$ cat config.mk
export PLATFORM = sky130hd
export DESIGN_NAME = ctl_decoder
export DESIGN_NICKNAME = d
export VERILOG_FILES = /design/src/rtl/ctl_pkg.sv /design/src/rtl/ctl_main_dec.sv /design/src/rtl/ctl_alu_dec.sv /design/src/rtl/ctl_decoder.sv
export SDC_FILE = /design/constraint.sdc
export NUM_CORES = 1
export LEC_CHECK = 0
export CAP_MARGIN = 15
export CORE_AREA = 3 3 40 42
export DETAILED_ROUTE_END_ITERATION = 10
export DIE_AREA = 0 0 43 45
export DONT_BUFFER_PORTS = 1
export PLACE_DENSITY = 0.3
export SLEW_MARGIN = 20
export SYNTH_ARGS = -nofsm -noshare
export SYNTH_HDL_FRONTEND = slang
export SYNTH_HIERARCHICAL = 1
export SYNTH_SLANG_ARGS = --single-unit
$ cat constraint.sdc
create_clock -name vclk -period 1.95
set_input_delay 0 -clock vclk [all_inputs]
set_output_delay 0 -clock vclk [all_outputs]
set_load 0.01 [all_outputs]
$ cat src/rtl/ctl_pkg.sv
package ctl_pkg;
  localparam int OP_W = 6;
  localparam int FN_W = 6;
  localparam int AC_W = 4;
  localparam int SEL_W = 4;  // function bits that carry the selection

  localparam logic [OP_W-1:0] OPC_RTYPE = 6'd0;
  localparam logic [OP_W-1:0] OPC_JMP   = 6'd2;
  localparam logic [OP_W-1:0] OPC_BEQ   = 6'd4;
  localparam logic [OP_W-1:0] OPC_LOAD  = 6'd35;
  localparam logic [OP_W-1:0] OPC_STORE = 6'd43;

  localparam logic [SEL_W-1:0] FN_ADD = 4'b0000;
  localparam logic [SEL_W-1:0] FN_SUB = 4'b0010;
  localparam logic [SEL_W-1:0] FN_AND = 4'b0100;
  localparam logic [SEL_W-1:0] FN_OR  = 4'b0101;
  localparam logic [SEL_W-1:0] FN_SLT = 4'b1010;

  localparam logic [AC_W-1:0] AC_AND = 4'b0000;
  localparam logic [AC_W-1:0] AC_OR  = 4'b0001;
  localparam logic [AC_W-1:0] AC_ADD = 4'b0010;
  localparam logic [AC_W-1:0] AC_SUB = 4'b0110;
  localparam logic [AC_W-1:0] AC_SLT = 4'b0111;

  typedef enum logic [1:0] {
    AO_ADD = 2'b00,
    AO_SUB = 2'b01,
    AO_FN  = 2'b10
  } aluop_e;

  typedef struct packed {
    logic   dst_rd;
    logic   b_imm;
    logic   wb_mem;
    logic   reg_we;
    logic   mem_re;
    logic   mem_we;
    logic   br;
    logic   jmp;
    aluop_e aluop;
  } ctl_t;
endpackage

$ cat src/rtl/ctl_main_dec.sv
module ctl_main_dec
  import ctl_pkg::*;
#(
  parameter int OPW = OP_W
) (
  input  logic [OPW-1:0] op_code,
  output ctl_t           ctl
);
  always_comb begin
    ctl       = '0;
    ctl.aluop = AO_ADD;
    unique case (op_code)
      OPC_RTYPE: begin
        ctl.dst_rd = 1'b1;
        ctl.reg_we = 1'b1;
        ctl.aluop  = AO_FN;
      end
      OPC_LOAD: begin
        ctl.b_imm  = 1'b1;
        ctl.wb_mem = 1'b1;
        ctl.reg_we = 1'b1;
        ctl.mem_re = 1'b1;
      end
      OPC_STORE: begin
        ctl.b_imm  = 1'b1;
        ctl.mem_we = 1'b1;
      end
      OPC_BEQ: begin
        ctl.br    = 1'b1;
        ctl.aluop = AO_SUB;
      end
      OPC_JMP: begin
        ctl.jmp = 1'b1;
      end
      default: begin
        ctl       = '0;
        ctl.aluop = AO_ADD;
      end
    endcase
  end
endmodule

$ cat src/rtl/ctl_alu_dec.sv
module ctl_alu_dec
  import ctl_pkg::*;
#(
  parameter int FNW = FN_W,
  parameter int ACW = AC_W
) (
  input  aluop_e         aluop,
  input  logic [FNW-1:0] fn_code,
  output logic [ACW-1:0] alu_ctl
);
  localparam int SW = SEL_W;

  logic [SW-1:0]  sel;
  logic [FNW-1:0] unused_fn;

  assign sel       = fn_code[SW-1:0];
  assign unused_fn = fn_code;

  always_comb begin
    alu_ctl = AC_ADD;
    if (aluop[1]) begin
      unique case (sel)
        FN_ADD:  alu_ctl = AC_ADD;
        FN_SUB:  alu_ctl = AC_SUB;
        FN_AND:  alu_ctl = AC_AND;
        FN_OR:   alu_ctl = AC_OR;
        FN_SLT:  alu_ctl = AC_SLT;
        default: alu_ctl = AC_ADD;
      endcase
    end else if (aluop[0]) begin
      alu_ctl = AC_SUB;
    end else begin
      alu_ctl = AC_ADD;
    end
  end
endmodule

$ cat src/rtl/ctl_decoder.sv
module ctl_decoder
  import ctl_pkg::*;
(
  input  logic [5:0] op_code,
  input  logic [5:0] fn_code,
  output logic       dst_sel_rd,
  output logic       alu_b_imm,
  output logic       wb_from_mem,
  output logic       reg_we,
  output logic       mem_re,
  output logic       mem_we,
  output logic       br_en,
  output logic       jmp_en,
  output logic [3:0] alu_ctl
);
  ctl_t ctl;

  ctl_main_dec #(.OPW(OP_W)) i_main (
    .op_code (op_code),
    .ctl     (ctl)
  );

  ctl_alu_dec #(.FNW(FN_W), .ACW(AC_W)) i_alu (
    .aluop   (ctl.aluop),
    .fn_code (fn_code),
    .alu_ctl (alu_ctl)
  );

  assign dst_sel_rd  = ctl.dst_rd;
  assign alu_b_imm   = ctl.b_imm;
  assign wb_from_mem = ctl.wb_mem;
  assign reg_we      = ctl.reg_we;
  assign mem_re      = ctl.mem_re;
  assign mem_we      = ctl.mem_we;
  assign br_en       = ctl.br;
  assign jmp_en      = ctl.jmp;
endmodule

==> results of run 1 <==
==> area by class of cell <==
cell class                 instances  area [um2]  share of cell area
tap                               15        18.8               0.105
multi-input combinational         20         160               0.895
==> logic make-up (layout without fill, tap and decap cells) <==
kind of cell           after synthesis  after routing  synth area share
other                                1              1            0.0205
buffers and inverters                3              0             0.123
AO/OA/AOI/OAI                        2              2             0.137
multiplexers                         1              1            0.0616
AND/OR/NAND/NOR                     16             16             0.658
==> how the worst max path moves through the flow <==
stage / endpoint / slack (ns) / cells past startpoint
2_1_floorplan: alu_ctl[2] / 0.74 / 3
3_3_place_gp: alu_ctl[2] / 0.63 / 3
3_5_place_dp: alu_ctl[2] / 0.63 / 3
4_1_cts: alu_ctl[2] / 0.62 / 3
5_1_grt: alu_ctl[2] / 0.57 / 3
6_report: alu_ctl[2] / 0.64 / 3
==> layer usage <==
layer	wire length [um]	vias to the layer above	part of all wire	track usage
li1	-	84	-	-
met1	169	80	0.35	0.0524
met2	212	17	0.44	0.0838
met3	103	0	0.21	0.0279
met4	0	0	0	0
met5	0	-	0	0
==> per-stage QoR <==
step / cells / utilization / worst slack, ns
after floorplan: 23 / - / 0.739
after global placement: 35 / 0.139 / 0.633
after detailed placement: 35 / 0.139 / 0.634
after CTS: 35 / 0.139 / 0.623
after global routing: 35 / 0.139 / 0.575
final: 35 / 0.139 / 0.638
==> power by group through the flow <==
| stage | logic, uW | clock network (uW) | registers [uW] |
|---|---|---|---|
| floorplan | 13.3 | 0 | 0 |
| global placement | 12.0 | 0 | 0 |
| detailed placement | 12.2 | 0 | 0 |
| CTS | 12.3 | 0 | 0 |
| global route | 13.2 | 0 | 0 |
| finish | 12.2 | 0 | 0 |
==> placed cells by master, fill, tap and decap left out, drive strengths merged <==
cell     n
a2111oi  1
nand3    1
nand4b   1
or3      1
conb     1
nand2    1
nor3     4
nor2     1
mux2     1
a32o     1
or4b     1
nor3b    4
and2     1
or4      1
==> metrics.yaml, run 1 <==
synth:
  yosys.cell_types.count: 16
  syn_area_um2: 183
  syn_nets: 35
  synth_area_leaders: "nor3b_2 21%, buf_4 12%, nor3_1 11%"
  post-synth-top-count-cell: "nor3_1"
  yosysWarnings: 6
  syn_avg_cell_area_um2: 7.94
  yosysSeqAreaShare: 0
  yosys.area.top_type: "nor3b_2"
  ys_top_cells_by_count: "4 x nor3_1, 3 x buf_4, 3 x nor3b_2"
  synth.top_cell.area_share: 0.205
  syn-instance-count: 23
final_layout:
  antenna_cells: 0
  final_area_um2: 179
  n_sequential_cell: 0
  nClkBuffers: 0
  fill_cells: 150
  syn_to_final_growth_pct: -2.05
  regArea_um2: 0
  finalNetCount: 34
  drive_above_1_share: 0.300
min_path:
  hp-class: "primary input to output pin"
  min-delay-start: "op_code[4]"
  min_to: "reg_we"
  min_path_cells: 1
timing:
  slew_viol_final: 0
  rsz0062_at_grt: "false"
  setup_tns_ns: 0
  hold_violations: 0
  period_share: 0.673
  hold_slack_ns: 0.0317
  relSlewSlack: 0.563
  clock.fmax_ghz: 0.762
  period_needed_ns: 1.31
  worst_pin_slew_ns: 0.650
  setup_viol: 0
setup_path:
  cp_max_fo: 5
  cp_slowest_cell: "or4_4"
  worstPathCellList: "or4_4 > nor3_1 > mux2_2"
  cp_top_family: "simple AND/OR/NAND/NOR gates"
  cpPeakStageDelay_ns: 0.54
  cp.required_ns: 1.95
  startpoint: "op_code[5]"
  criticalPathCategory: "primary input to output pin"
  start_kind: "primary input"
  crit_buf_inv: 0
  worstSetupEndpointType: "output pin"
  arrival_ns: 1.31
power_and_ir_drop:
  irDropWorstVdd_v: 0.0000181
  p_leak_uw: 0.0000369
  sw_frac_of_total: 0.468
  power.total_uw: 12.2
  clockPowerShare: 0
  intPower_uw: 6.49
  power_frac_comb: 1.000
  p_seq_frac: 0
  p_switching_uw: 5.70
  powerDensity_nw_per_um2: 68.2
grt:
  grt-ovfl-total: 0
  grt_pass1_wl_um: 765
  track_usage: 0.0473
  first_global_vias: 174
  grt_start_max_net_pins: 9
  antenna_found_initial: 0
clock_tree:
  ctsResizeCount: 0
  cts_hold_buf: 0
  post-cts-setup-buffer-count: 0
run:
  maxCapViolCount: 0
route:
  vias_per_cell: 5.17
  wl_um: 485
  first_pass_iters: 3
  dr_total_vias: 181
  wl_per_cell_um: 13.9
  drt_iter0_markers: 2
  drc: 0
  drtAntennaViolNets: 0
floorplanning:
  core-area_um2: 1280
  die_area_um2: 1940
  pin_count: 24
  die_y_um: 45
  initial_utilization: 0.142
  rows: 13
  die_w_um: 43
outcome:
  status: "complete, no violations"
placed_design:
  io_buffers: 0
  gp_congestion: 0.575
  placed_cell_area_um2: 179
No activity file was read; power rests on OpenSTA's default activity.
==> inputs of run 2 (changes only) <==
--- a/config.mk
+++ b/config.mk
@@ -5,6 +5,7 @@
 export SDC_FILE = /design/constraint.sdc
 export NUM_CORES = 1
 export LEC_CHECK = 0
+export ABC_AREA = 1
 export CAP_MARGIN = 15
 export CORE_AREA = 3 3 40 42
 export DETAILED_ROUTE_END_ITERATION = 10
==> constraint.sdc (replaced) <==
create_clock -name vclk -period 1.3
set_input_delay 0 -clock vclk [all_inputs]
set_output_delay 0 -clock vclk [all_outputs]
set_load 0.01 [all_outputs]
==> metrics.yaml, run 2 <==
outcome:
  status: "complete, no violations"
final_layout:
  drive_above_1_share: 0.0250  # -0.275
  final_util: 0.144  # +0.00487
  finalNetCount: 54  # +59%
  syn_to_final_growth_pct: -1.99  # about the same
  antenna_cells: 0  # unchanged
  final_area_um2: 185  # +3.5%
  regArea_um2: 0  # unchanged
  nClkBuffers: 0  # unchanged
  layout_common_cells: "11 x nand2_1, 11 x nor2_1, 10 x inv_1"
  n_sequential_cell: 0  # unchanged
grt:
  grt_pass1_wl_um: 765  # unchanged
  grt_util_met1: 0.0619  # +0.00952
  grt_start_max_net_pins: 5  # -4
  grt-ovfl-total: 0  # unchanged
  use_met2: 0.0868  # +0.00299
  met3_usage: 0.0120  # -0.0159
  first_global_vias: 181  # +4.0%
  antenna_found_initial: 0  # unchanged
  track_usage: 0.0481  # +0.000829
  grt.busiest_layer: "met2"
route:
  dr_total_vias: 213  # +18%
  vias_per_cell: 3.87  # -25%
  wl_per_cell_um: 9.36  # -32%
  wl_um: 515  # +6.2%
  first_pass_iters: 1  # -2
  drtAntennaViolNets: 0  # unchanged
  drt_iter0_markers: 0  # -2
  drc: 0  # unchanged
synth:
  yosysWarnings: 6  # unchanged
  synth_area_leaders: "nand2_1 22%, nor2_1 22%, inv_1 20%"
  yosys.area.top_type: "nand2_1"
  syn_nets: 55  # +57%
  synth.top_cell.area_share: 0.219  # +0.0131
  syn_avg_cell_area_um2: 4.39  # -45%
  yosys.cell_types.count: 10  # -6
  ys_top_cells_by_count: "11 x nand2_1, 11 x nor2_1, 10 x inv_1"
  syn_area_um2: 189  # +3.4%
  syn-instance-count: 43  # +87%
  yosysSeqAreaShare: 0  # unchanged
setup_path:
  worstSetupEndpointType: "output pin"
  cp.required_ns: 1.30  # -0.65 ns
  start_kind: "primary input"
  criticalPathCategory: "primary input to output pin"
  cp_top_family: "simple AND/OR/NAND/NOR gates"
  worstPathCellList: "nor2_1 > nand3_2 > inv_1 > inv_1 > nor2_1 > nand3_1 > nand2_1"
  cp_slowest_cell: "nor2_1"
  arrival_ns: 0.83  # -0.48 ns
  cp_max_fo: 4  # -1
  crit_buf_inv: 2  # +2
  cpPeakStageDelay_ns: 0.23  # -0.31 ns
power_and_ir_drop:
  intPower_uw: 7.87  # +21%
  power.total_uw: 25.9  # +110%
  p_switching_uw: 18.0  # +220%
  clockPowerShare: 0  # unchanged
  p_leak_uw: 0.000124  # +230%
  p_seq_frac: 0  # unchanged
  sw_frac_of_total: 0.696  # +0.229
  powerDensity_nw_per_um2: 140  # +110%
  irDropWorstVdd_v: 0.0000240  # +32%
  power_frac_comb: 1.000  # about the same
floorplanning:
  initial_utilization: 0.147  # +0.00487
  die_area_um2: 1940  # unchanged
  core-area_um2: 1280  # unchanged
  pin_count: 24  # unchanged
  die_w_um: 43  # unchanged
  rows: 13  # unchanged
  die_y_um: 45  # unchanged
placed_design:
  gp_congestion: 0.628  # +9.2%
  placed_cell_area_um2: 185  # +3.5%
  io_buffers: 0  # unchanged
  hpwl_um: 480
timing:
  setup_viol: 0  # unchanged
  rsz0062_at_grt: "false"
  hold_violations: 0  # unchanged
  period_share: 0.638
  slew_viol_final: 0  # unchanged
  hold_slack_ns: 0.0519  # +0.0201 ns
  clock.fmax_ghz: 1.20
  period_needed_ns: 0.830
  setup_tns_ns: 0  # unchanged
run:
  maxCapViolCount: 0  # unchanged
clock_tree:
  post-cts-setup-buffer-count: 0  # unchanged
  cts_hold_buf: 0  # unchanged
  ctsResizeCount: 0  # unchanged
min_path:
  hp-class: "primary input to output pin"
run 2: cell count changes after synthesis, sizes merged, moves of 3 or more:
cell   previous run  this run
inv               0        10
nand2             1        11
nand3             1         4
nor2              1        11
nor3              4         1
nor3b             4         0
run 2: worst paths after layout:
kind | start | cells past startpoint | to
max | op_code[3] | 7 | alu_ctl[0]
min | op_code[2] | 1 | alu_b_imm
run 2: cells by family after synthesis:
kind of cell | share of synthesized area
simple gates | 0.662
other cells | 0.0198
buf+inv | 0.318
run 2: area by class of cell:
class              count  area (um2)
inverters             10        37.5
multi-input cells     30         129
fillers              164        1100
well taps             15        18.8
run 2: per-layer routing:
layer,share of wire,routed length (um)
met5,0,0
met4,0,0
met3,0.074,38
met2,0.50,259
met1,0.42,218
run 2: metrics by stage:
step	cells	setup WS, ns
after floorplan	43	0.620
after global placement	55	0.462
after detailed placement	55	0.456
after CTS	55	0.456
after global routing	55	0.318
final	55	0.470
run 2: power by group through the flow:
| stage | registers [uW] | clock network [uW] | logic [uW] |
|---|---|---|---|
| 4_1_cts | 0 | 0 | 26.3 |
| 2_1_floorplan | 0 | 0 | 25.6 |
| 6_report | 0 | 0 | 25.9 |
| 3_5_place_dp | 0 | 0 | 26.2 |
| 3_3_place_gp | 0 | 0 | 26.1 |
| 5_1_grt | 0 | 0 | 29.9 |
==> inputs of run 3 (changes only) <==
==> constraint.sdc (replaced) <==
create_clock -name vclk -period 0.8
set_input_delay 0 -clock vclk [all_inputs]
set_output_delay 0 -clock vclk [all_outputs]
set_load 0.01 [all_outputs]
==> metrics.yaml, run 3 (synthesized netlist as in run 2, its figures left out) <==
floorplanning:
  die_y_um: 45  # unchanged
  core-area_um2: 1280  # unchanged
  die_area_um2: 1940  # unchanged
  die_w_um: 43  # unchanged
  rows: 13  # unchanged
  initial_utilization: 0.147  # unchanged
  pin_count: 24  # unchanged
timing:
  hold_violations: 0  # unchanged
  setup_tns_ns: 0  # unchanged
  period_share: 0.850
  period_needed_ns: 0.680
  rsz0062_at_grt: "false"
  setup_viol: 0  # unchanged
  clock.fmax_ghz: 1.47
  hold_slack_ns: 0.0499  # -0.00200 ns
  slew_viol_final: 0  # unchanged
final_layout:
  final_util: 0.167  # +0.0234
  finalNetCount: 58  # +7.4%
  nClkBuffers: 0  # unchanged
  final_area_um2: 215  # +16%
  layout_common_cells: "11 x nand2_1, 11 x nor2_1, 10 x inv_1"
  regArea_um2: 0  # unchanged
  antenna_cells: 0  # unchanged
  instances_no_fill: 59  # +7.3%
  n_sequential_cell: 0  # unchanged
  syn_to_final_growth_pct: 13.9
  drive_above_1_share: 0.114  # +0.0886
setup_path:
  critPathCapture: "alu_ctl[0]"
  cp.required_ns: 0.80  # -0.50 ns
  criticalPathCategory: "primary input to output pin"
  start_kind: "primary input"
  arrival_ns: 0.68  # -0.15 ns
  cp_max_fo: 3  # -1
  startpoint: "op_code[0]"
  worstSetupEndpointType: "output pin"
outcome:
  status: "complete, no violations"
route:
  dr_total_vias: 226  # +6.1%
  drtAntennaViolNets: 0  # unchanged
  drt_iter0_markers: 0  # unchanged
  wl_per_cell_um: 8.56  # -8.6%
  first_pass_iters: 1  # unchanged
  drc: 0  # unchanged
  vias_per_cell: 3.83  # -1.1%
  wl_um: 505  # -1.9%
min_path:
  hp-class: "primary input to output pin"
grt:
  grt_pass1_wl_um: 710  # -7.2%
  track_usage: 0.0448  # -0.00332
  first_global_vias: 194  # +7.2%
  grt-ovfl-total: 0  # unchanged
  grt_start_max_net_pins: 5  # unchanged
  antenna_found_initial: 0  # unchanged
clock_tree:
  post-cts-setup-buffer-count: 0  # unchanged
  ctsResizeCount: 0  # unchanged
  cts_hold_buf: 0  # unchanged
placed_design:
  hpwl_um: 486  # +1.3%
  placed_cell_area_um2: 215  # +16%
  dpl.cell_count: 59  # +7.3%
  gp_congestion: 0.619  # -1.4%
  io_buffers: 0  # unchanged
power_and_ir_drop:
  p_leak_uw: 0.000145  # +17%
  powerDensity_nw_per_um2: 235  # +68%
  irDropWorstVdd_v: 0.0000552  # +130%
run:
  maxCapViolCount: 0  # unchanged
[run 3: through the flow]
stage                     power [uW]  worst slack [ns]
after floorplan                 41.6             0.120
after global placement          51.0             0.101
after detailed placement        51.3             0.104
after CTS                       51.6             0.104
after global routing            57.5           0.00654
final                           50.5             0.120
[run 3: layout make-up]
| class | count | area, um2 |
|---|---|---|
| repair buffers | 4 | 30.0 |
| well taps | 15 | 18.8 |
| inverters | 10 | 37.5 |
| multi-input cells | 30 | 129 |
| fillers | 155 | 1070 |
[run 3: critical path, cell delays in order]
cell and delay [ns]:
nor2_1 0.16, nand3_2 0.12, inv_1 0.08, inv_1 0.05, nor2_1 0.08, nand3_1 0.07
nand2_1 0.12
[run 3: report_power, final]
part           total (uW)  internal (uW)  switching [uW]
logic                50.5           19.9            30.6
clock network           0              0               0
registers               0              0               0
[run 3: worst min path at each step]
stage,from,to,slack (ns),cells after the start
final,op_code[2],alu_b_imm,0.05,1
after global routing,op_code[2],alu_b_imm,0.05,1
after CTS,op_code[2],alu_b_imm,0.05,1
after detailed placement,op_code[2],alu_b_imm,0.05,1
after global placement,op_code[2],alu_b_imm,0.05,1
after floorplan,op_code[2],alu_b_imm,0.05,1
[run 3: routing by layer]
metal | up-vias | wire (um) | track usage
li1 | 124 | - | -
met3 | 0 | 31 | 0.00398
met2 | 7 | 274 | 0.0928
met5 | - | 0 | 0
met1 | 95 | 199 | 0.0524
met4 | 0 | 0 | 0
